--- config.mk ---
export PLATFORM = sky130hd
export DESIGN_NAME = mm_min_max_cnu
export DESIGN_NICKNAME = d
export VERILOG_FILES = /design/src/rtl/mm_cn_pkg.sv /design/src/rtl/mm_cn_walker.sv /design/src/rtl/mm_cn_score.sv /design/src/rtl/mm_cn_minacc.sv /design/src/rtl/mm_min_max_cnu.sv
export SDC_FILE = /design/constraint.sdc
export NUM_CORES = 1
export LEC_CHECK = 0
export ABC_AREA = 0
export ABC_CLOCK_PERIOD_IN_PS = 9650
export BUFFER_PORTS_ARGS = -buffer_cell sky130_fd_sc_hd__buf_2
export CAP_MARGIN = 20
export CORE_MARGIN = 1
export CORE_UTILIZATION = 55
export CTS_CLUSTER_DIAMETER = 40
export DETAILED_ROUTE_END_ITERATION = 10
export PLACE_DENSITY = 0.75
export SYNTH_ARGS = -nofsm -noshare
export SYNTH_HDL_FRONTEND = slang
export SYNTH_SLANG_ARGS = --single-unit
--- constraint.sdc ---
create_clock -name clk -period 9.65 [get_ports clk]
set_input_delay 1.4475 -clock clk [delete_from_list [all_inputs] [get_ports clk]]
set_output_delay 1.4475 -clock clk [all_outputs]
set_load 0.05 [all_outputs]
--- src/rtl/mm_cn_pkg.sv ---
package mm_cn_pkg;
  typedef enum logic {PH_IDLE = 1'b0, PH_SWEEP = 1'b1} cn_phase_e;
endpackage

--- src/rtl/mm_cn_walker.sv ---
module mm_cn_walker
  import mm_cn_pkg::*;
#(
  parameter int DEG = 6
) (
  input  logic                       clk,
  input  logic                       rst_n,
  input  logic                       start_i,
  output logic                       accept_o,
  output logic                       busy_o,
  output logic [DEG-2:0]             cfg_o,
  output logic [$clog2(DEG)-1:0]     edge_o,
  output logic                       cfg_last_o,
  output logic                       edge_last_o
);
  localparam int CFG_W  = DEG - 1;
  localparam int EIDX_W = $clog2(DEG);

  cn_phase_e         phase_q;
  logic [CFG_W-1:0]  cfg_q;
  logic [EIDX_W-1:0] edge_q;

  assign accept_o    = start_i && (phase_q == PH_IDLE);
  assign busy_o      = (phase_q == PH_SWEEP);
  assign cfg_last_o  = busy_o && (&cfg_q);
  assign edge_last_o = (edge_q == EIDX_W'(DEG - 1));
  assign cfg_o       = cfg_q;
  assign edge_o      = edge_q;

  always_ff @(posedge clk or negedge rst_n) begin
    if (!rst_n) begin
      phase_q <= PH_IDLE;
      cfg_q   <= '0;
      edge_q  <= '0;
    end else if (accept_o) begin
      phase_q <= PH_SWEEP;
      cfg_q   <= '0;
      edge_q  <= '0;
    end else if (phase_q == PH_SWEEP) begin
      cfg_q <= cfg_q + 1'b1;
      if (cfg_last_o) begin
        if (edge_last_o) phase_q <= PH_IDLE;
        else             edge_q  <= edge_q + 1'b1;
      end
    end
  end
endmodule

--- src/rtl/mm_cn_score.sv ---
module mm_cn_score #(
  parameter int DEG = 6,
  parameter int W   = 6
) (
  input  logic [DEG*W-1:0]           costs_i,
  input  logic [$clog2(DEG)-1:0]     edge_i,
  input  logic [DEG-2:0]             cfg_i,
  output logic                       odd_o,
  output logic [W-1:0]               score_o
);
  localparam int CFG_W = DEG - 1;

  logic [W-1:0] other [CFG_W];

  function automatic logic odd_weight(input logic [CFG_W-1:0] v);
    return ^v;
  endfunction

  function automatic logic [W-1:0] larger(input logic [W-1:0] a, input logic [W-1:0] b);
    return (a > b) ? a : b;
  endfunction

  // Pattern bit j stands for the j-th edge after skipping the target edge.
  for (genvar j = 0; j < CFG_W; j++) begin : g_other
    assign other[j] = (j < int'(edge_i)) ? costs_i[j*W +: W] : costs_i[(j+1)*W +: W];
  end

  always_comb begin
    score_o = '0;
    for (int j = 0; j < CFG_W; j++) begin
      if (cfg_i[j]) score_o = larger(score_o, other[j]);
    end
  end

  assign odd_o = odd_weight(cfg_i);
endmodule

--- src/rtl/mm_cn_minacc.sv ---
module mm_cn_minacc #(
  parameter int DEG = 6,
  parameter int W   = 6
) (
  input  logic                       clk,
  input  logic                       rst_n,
  input  logic                       accept_i,
  input  logic                       step_i,
  input  logic                       odd_i,
  input  logic [W-1:0]               score_i,
  input  logic                       cfg_last_i,
  input  logic [$clog2(DEG)-1:0]     edge_i,
  output logic [W-1:0]               run_min_o,
  output logic                       msg_valid_o,
  output logic [$clog2(DEG)-1:0]     msg_edge_o,
  output logic [W-1:0]               msg_o,
  output logic                       done_o
);
  localparam int          EIDX_W = $clog2(DEG);
  localparam logic [W-1:0] SAT   = '1;

  logic [W-1:0] run_q, cand, next_min;

  function automatic logic [W-1:0] smaller(input logic [W-1:0] a, input logic [W-1:0] b);
    return (a < b) ? a : b;
  endfunction

  assign cand      = odd_i ? score_i : SAT;
  assign next_min  = smaller(run_q, cand);
  assign run_min_o = run_q;

  always_ff @(posedge clk or negedge rst_n) begin
    if (!rst_n) begin
      run_q       <= SAT;
      msg_valid_o <= 1'b0;
      msg_edge_o  <= '0;
      msg_o       <= '0;
      done_o      <= 1'b0;
    end else begin
      msg_valid_o <= step_i && cfg_last_i;
      done_o      <= msg_valid_o && (msg_edge_o == EIDX_W'(DEG - 1));
      if (accept_i) begin
        run_q <= SAT;
      end else if (step_i) begin
        run_q <= cfg_last_i ? SAT : next_min;
      end
      if (step_i && cfg_last_i) begin
        msg_o      <= next_min;
        msg_edge_o <= edge_i;
      end
    end
  end
endmodule

--- src/rtl/mm_min_max_cnu.sv ---
module mm_min_max_cnu #(
  parameter int DEG = 6,
  parameter int W   = 6
) (
  input  logic                       clk,
  input  logic                       rst_n,
  input  logic                       start_i,
  input  logic [DEG*W-1:0]           cost_i,
  output logic                       busy_o,
  output logic                       msg_valid_o,
  output logic [$clog2(DEG)-1:0]     msg_edge_o,
  output logic [W-1:0]               msg_o,
  output logic                       done_o
);
  localparam int CFG_W  = DEG - 1;
  localparam int EIDX_W = $clog2(DEG);

  logic [DEG*W-1:0]  costs_q;
  logic              accept_w, cfg_last_w, edge_last_w, odd_w;
  logic [CFG_W-1:0]  cfg_w;
  logic [EIDX_W-1:0] edge_w;
  logic [W-1:0]      score_w, run_min_w;

  always_ff @(posedge clk or negedge rst_n) begin
    if (!rst_n)        costs_q <= '0;
    else if (accept_w) costs_q <= cost_i;
  end

  mm_cn_walker #(.DEG(DEG)) u_walker (
    .clk         (clk),
    .rst_n       (rst_n),
    .start_i     (start_i),
    .accept_o    (accept_w),
    .busy_o      (busy_o),
    .cfg_o       (cfg_w),
    .edge_o      (edge_w),
    .cfg_last_o  (cfg_last_w),
    .edge_last_o (edge_last_w)
  );

  mm_cn_score #(.DEG(DEG), .W(W)) u_score (
    .costs_i (costs_q),
    .edge_i  (edge_w),
    .cfg_i   (cfg_w),
    .odd_o   (odd_w),
    .score_o (score_w)
  );

  mm_cn_minacc #(.DEG(DEG), .W(W)) u_minacc (
    .clk         (clk),
    .rst_n       (rst_n),
    .accept_i    (accept_w),
    .step_i      (busy_o),
    .odd_i       (odd_w),
    .score_i     (score_w),
    .cfg_last_i  (cfg_last_w),
    .edge_i      (edge_w),
    .run_min_o   (run_min_w),
    .msg_valid_o (msg_valid_o),
    .msg_edge_o  (msg_edge_o),
    .msg_o       (msg_o),
    .done_o      (done_o)
  );
endmodule

# [After elaboration in Yosys (flattened, before gate mapping)]
# Index checks and enable logic that the tools add are counted.
[totals] register_bits=62 input_bits=39
[classes] n_addsub=2 magnitude_cmp=11 eq_ne=3 mux=30 n_bitwise=1 reduce_logical=9
[ops] op="6-bit 2-to-1 mux" count=20
[ops] op="6-bit greater-than comparator" count=4
[ops] op="3-bit 2-to-1 mux" count=4
[ops] op="5-bit 2-to-1 mux" count=2
[ops] op="3-bit == test, second input constant" count=2
[ops] op="1-bit by 6-bit greater-than comparator with 1-bit output, first input constant" count=1
[ops] op="1-bit by 3-bit less-than comparator with 1-bit output, first input constant" count=2
[ops] op="2-bit by 3-bit less-than comparator with 1-bit output, first input constant" count=2
[ops] op="6-bit less-than comparator" count=1
[ops] op="5-bit by 1-bit adder with 5-bit output, second input constant" count=1
[ops] op="5-bit AND reduction" count=1
[ops] op="5-bit parity" count=1
[ops] op="1-bit logical AND" count=4
[ops] op="1-bit 2-to-1 mux" count=4
[ops] op="2-bit nonzero test" count=2
[ops] op="3-bit by 1-bit adder with 3-bit output, second input constant" count=1
[ops] op="3-bit less-than comparator, first input constant" count=1
[ops] op="3-bit AND reduction" count=1
[ops] op="2-bit inequality test, second input constant" count=1
[ops] op="1-bit inverter" count=1

# [Depth between registers and ports, before layout]
[logic_depth] word_depth=23 depth_mapped=40 mapped_depth_nobuf=36

# [Cells and area by module]
# From an unflattened synthesis, not the netlist that was laid out.
[hier_totals] hier_cells=367 hier_area_um2=4231.6
[by_module_without_submodules] mod="mm_min_max_cnu" n_inst=1 cells_each=76 area_per_inst_um2=1490.2 seq_area_each_um2=900.9
[by_module_without_submodules] mod="mm_cn_score" n_inst=1 cells_each=164 area_per_inst_um2=1390.1 seq_area_each_um2=0.0
[by_module_without_submodules] mod="mm_cn_minacc" n_inst=1 cells_each=84 area_per_inst_um2=885.8 seq_area_each_um2=432.9
[by_module_without_submodules] mod="mm_cn_walker" n_inst=1 cells_each=43 area_per_inst_um2=465.4 seq_area_each_um2=225.2

# [Worst setup path after synthesis]
# OpenSTA, ideal clock, no wires.
[synth_timing] kind="register to register" from="register u_walker.edge_q[0] (netlist: u_walker.edge_o[0])" to="register u_minacc.run_q[1] (netlist: u_minacc.run_min_o[1])" setup_ns=0.082 t_arrival_ns=7.726 t_required_ns=9.568 setup_slack_ns=1.841 path_stages_with_launch=39 n_path_buf=4 path_cell_list="dfrtp_1 buf_2 o311a_1 a31oi_1 inv_1 ha_1 and4_1 o21ai_1 nand3_1 and3_1 or2_2 ha_1 and4_1 and4_1 a41o_1 buf_2 o31a_1 ha_1 [... 3 more ...] clkbuf_1 nor2_1 a21o_1 ha_1 a21oi_1 a21oi_1 o2bb2ai_1 and2_1 clkbuf_1 nand2_1 o21ai_0 ha_1 a21o_1 a21o_1 a21oi_1 o21ai_4 mux2_4 a22oi_1"
[synth_via] elab_chain_cells=23 word_cells_on_any_way=31 classes_between="11 x order compare; 20 x mux"
[synth_lines] element="start, declared" line="mm_cn_walker.sv:21" source="logic [EIDX_W-1:0] edge_q;"
[synth_lines] element="start signal, assigned" line="mm_cn_walker.sv:43" source="else edge_q <= edge_q + 1'b1;"
[synth_lines] element="1-bit by 3-bit less-than comparator with 1-bit output" line="mm_cn_score.sv:25" source="assign other[j] = (j < int'(edge_i)) ? costs_i[j*W +: W] : costs_i[(j+1)*W +: W];"
[synth_lines] element="6-bit 2-to-1 mux" line="mm_cn_score.sv:25"
[synth_lines] element="1-bit by 6-bit greater-than comparator with 1-bit output" line="mm_cn_score.sv:20" source="return (a > b) ? a : b;"
[synth_lines] element="6-bit 2-to-1 mux" line="mm_cn_score.sv:20"
[synth_lines] element="6-bit 2-to-1 mux" line="mm_cn_score.sv:31" source="if (cfg_i[j]) score_o = larger(score_o, other[j]);"
[synth_lines] element="6-bit greater-than comparator" line="mm_cn_score.sv:20"
[synth_lines] element="6-bit 2-to-1 mux" line="mm_cn_score.sv:20"
[synth_lines] element="6-bit 2-to-1 mux" line="mm_cn_score.sv:31"
[synth_lines] element="[... 7 more ...]"
[synth_lines] element="6-bit 2-to-1 mux" line="mm_cn_score.sv:20"
[synth_lines] element="6-bit 2-to-1 mux *" line="mm_cn_score.sv:31"
[synth_lines] element="6-bit 2-to-1 mux *" line="mm_cn_minacc.sv:28" source="assign cand = odd_i ? score_i : SAT;"
[synth_lines] element="6-bit less-than comparator" line="mm_cn_minacc.sv:25" source="return (a < b) ? a : b;"
[synth_lines] element="6-bit 2-to-1 mux *" line="mm_cn_minacc.sv:25"
[synth_lines] element="6-bit 2-to-1 mux *" line="mm_cn_minacc.sv:45" source="run_q <= cfg_last_i ? SAT : next_min;"
[synth_lines] element="6-bit 2-to-1 mux *" line="mm_cn_minacc.sv:44" source="end else if (step_i) begin"
[synth_lines] element="6-bit 2-to-1 mux *" line="mm_cn_minacc.sv:42" source="if (accept_i) begin"
[synth_lines] element="end signal, assigned" line="mm_cn_minacc.sv:45"
[synth_lines] element="end, declared" line="mm_cn_minacc.sv:22" source="logic [W-1:0] run_q, cand, next_min;"
# Mark *: on every way between the ends. The rest lies on a longest branch, timed or not. The select of a mux whose other input is x is not followed.
# A chain may end at the register's enable or synchronous reset.

# [Final worst setup path]
[layout_timing] from="register u_walker.edge_q[2] (netlist: u_walker.edge_o[2])" to="register u_minacc.run_q[4] (netlist: u_minacc.run_min_o[4])"
# The elaborated chain is that of the path after synthesis.

==> impl_metrics.csv <==
group,metric,value,unit
run_status,status,"finished clean",
critical_path,cpPeakStageDelay,0.72,ns
logic_synthesis,synth_ff_type,"dfrtp_1",
logic_synthesis,syn_inst,457,
sta,rsz0062_at_grt,"false",
logic_synthesis,synth_edf_count,0,
critical_path,worst_setup_path_end_kind,"flop",
floorplanning,start_util,58.30,%
critical_path,required,9.91,ns
routing,wl,9289,µm
sta,finalSetupTns,0,ns
global_routing,grt_pass1_wl,15630,µm
routing,drcViolationCount,0,
routing,dr.pass1.iters,4,
routing,drt_iter0_markers,184,
clocking,cts_resized,0,
floorplanning,chipWidth,88.03,µm
critical_path,crit_type,"flop to flop",
final_layout,fill_cells,586,
logic_synthesis,synthXorXnorAreaFrac,0.6456,%
logic_synthesis,yosysWarnings,0,
clocking,cts_tree,"done",
global_routing,grt_start_max_net_pins,63,
sta,period_share,91.48,%
critical_path,arrival,9.09,ns
flow_run,cap_violations,0,
sta,drv_slew,0,
placement,port_buffers,50,
logic_synthesis,synth.distinct_cells,53,
critical_path,crit_family,"compound AO/OA/AOI/OAI gates",
logic_synthesis,synth_compound_area_share,14.54,%
logic_synthesis,synth_common_cells,"nand2_1, dfrtp_1, ha_1, mux2i_1, inv_1",
critical_path,worstPathMaxFanout,19,
clocking,clockBufferDepth,2,
routing,ant_nets,0,
clocking,htree_levels,3,
clocking,root_buffer,"clkbuf_8",
clocking,holdBufCountCts,0,
global_routing,gr-total-overflow,0,
logic_synthesis,synth_area_leaders,"dfrtp_1, nand2_1, ha_1",
logic_synthesis,seq_area_frac_synth,38.30,%
logic_synthesis,synth_top_family_by_area,"simple AND/OR/NAND/NOR gates",
critical_path,path_buf_inv,1,
logic_synthesis,yosys.area.top_type_share,34.43,%
critical_path,worstSetupStartpointType,"flop",
sta,hold_violations,0,
logic_synthesis,synth-adder-area-share,10.45,%
logic_synthesis,syn_nets,530,
final_layout,final_nets,576,
logic_synthesis,synth_top_cell_by_area,"dfrtp_1",
critical_path,crit_slowest_cell,"dfrtp_1",
sta,worstMarginPinSlew,0.9428,ns
floorplanning,ios,51,
global_routing,gr-usage-all-layers,26.87,%
final_layout,area_growth,13.00,%
critical_path,cpMostUsedCell,"ha_1",
clocking,clkTransAtPathRegs,0.07,ns
worst_hold_path,min_path_cells,2,
clocking,postCtsSetupBuffers,0,
final_layout,drive_gt1_share,19.09,%
critical_path,r2r_cells,34,
placement,gp_congestion,0.8537,
worst_hold_path,hp-class,"flop to flop",
routing,vias,3348,
clocking,insertion_delay,0.35,ns
global_routing,antenna_found_initial,0,
final_layout,insertedDiodeCount,0,
clocking,numCtsBuffers,9,
floorplanning,row_count,30,
logic_synthesis,syn_area,4070,µm²
floorplanning,core,6982,µm²
logic_synthesis,synth_mux_area_share,9.591,%
logic_synthesis,yosys.area_share.simple,22.44,%
logic_synthesis,ys_ff_latch,62,
critical_path,cp_num_cells,34,
sta,fin_crit,8.828,ns
global_routing,grt_pass1_vias,3179,
logic_synthesis,avgSynthCellArea,8.906,µm²
routing,avgViaCountPerCell,5.543,
sta,setup_viol,0,
routing,wl_per_cell,15.38,µm
placement,dp_hpwl,6964,µm
sta,slew_headroom,37.15,%
logic_synthesis,synthArstFlopShare,100.0,%
clocking,clkSinkCount,62,
sta,finClkSkew,0.01172,ns
floorplanning,die_area,7748,µm²
floorplanning,die_h,88.03,µm
logic_synthesis,yosysMostFrequentCell,"nand2_1",
sta,clock.fmax,113.3,MHz
-- kinds of logic after synthesis --
family                   count (synthesis)
AND/OR/NAND/NOR                        201
AO/OA/AOI/OAI                           81
flip-flops                              62
buffers and inverters                   40
multiplexers                            36
adder cells (fa/ha/maj)                 34
XOR/XNOR                                 3
-- final timing paths --
path | start | to | slack (ns)
worst max-delay path | u_walker.edge_o[2] | u_minacc.run_min_o[4] | 0.82
worst max register to register | u_walker.edge_o[2] | u_minacc.run_min_o[4] | 0.82
min in group asynchronous | rst_n | costs_q[1] | 1.25
max in group asynchronous | rst_n | costs_q[21] | 7.89
worst min-delay path | u_minacc.msg_o[2] | u_minacc.msg_o[2] | 0.48
worst min register to register | u_minacc.msg_o[2] | u_minacc.msg_o[2] | 0.48
-- flip-flops by register name, indices dropped and copies added, names as in the netlist --
name / count
costs_q: 36
u_minacc.msg_o: 6
u_minacc.run_min_o: 6
u_walker.cfg_o: 5
u_minacc.msg_edge_o: 3
u_walker.edge_o: 3
u_minacc.done_o: 1
u_minacc.msg_valid_o: 1
u_walker.busy_o: 1
-- metrics by stage --
step                      utilization (%)  instances  hold WS (ns)  instance area, µm²  worst slack (ns)
after global routing                65.88        604        0.5016                4599            0.1695
after floorplan                         -        457        0.4454                4070             1.841
after CTS                           65.88        604        0.4853                4599            0.8802
final                               65.88        604        0.4787                4599            0.8221
after detailed placement            62.80        588        0.4676                4384            0.9471
after global placement              62.80        588        0.4626                4384             1.248
-- final cells by class --
| class | count | area [µm²] | area share, % |
|---|---|---|---|
| Timing Repair Buffer | 53 | 272.8 | 5.930 |
| Clock buffer | 12 | 145.1 | 3.156 |
| Sequential cell | 62 | 1559 | 33.90 |
| Multi-Input combinational cell | 355 | 2350 | 51.09 |
| Tap cell | 96 | 120.1 | 2.612 |
| Inverter | 22 | 82.58 | 1.795 |
| Clock inverter | 4 | 70.07 | 1.523 |
-- cell usage in the layout, fill, tap and decap left out, types with 8 or more instances in the layout --
cell / n
nand2_1: 143
o21ai_0: 14
clkbuf_8: 10
ha_1: 34
inv_1: 22
nor2_1: 9
o21ai_1: 9
dfrtp_1: 56
a21o_1: 8
nand3_1: 10
buf_2: 50
a21oi_1: 9
mux2i_1: 27
-- worst min-delay path, stage by stage, from the launching register on --
cell	delay (ns)
dfrtp_1	0.34
nand2_1	0.05
o21ai_1	0.06
-- routing by layer --
metal | up-vias | wire length, µm | GRT usage [%] | share of wire [%]
met5 | - | 0 | 0 | 0
li1 | 1681 | - | - | -
met2 | 91 | 4021 | 41.44 | 43
met1 | 1557 | 4558 | 37.06 | 49
met4 | 0 | 168 | 9.971 | 1.8
met3 | 19 | 541 | 5.938 | 5.8
Power is left out: the tool's default activity adds up to more than one toggle a clock period on the data nets, which glitch-free logic cannot reach.
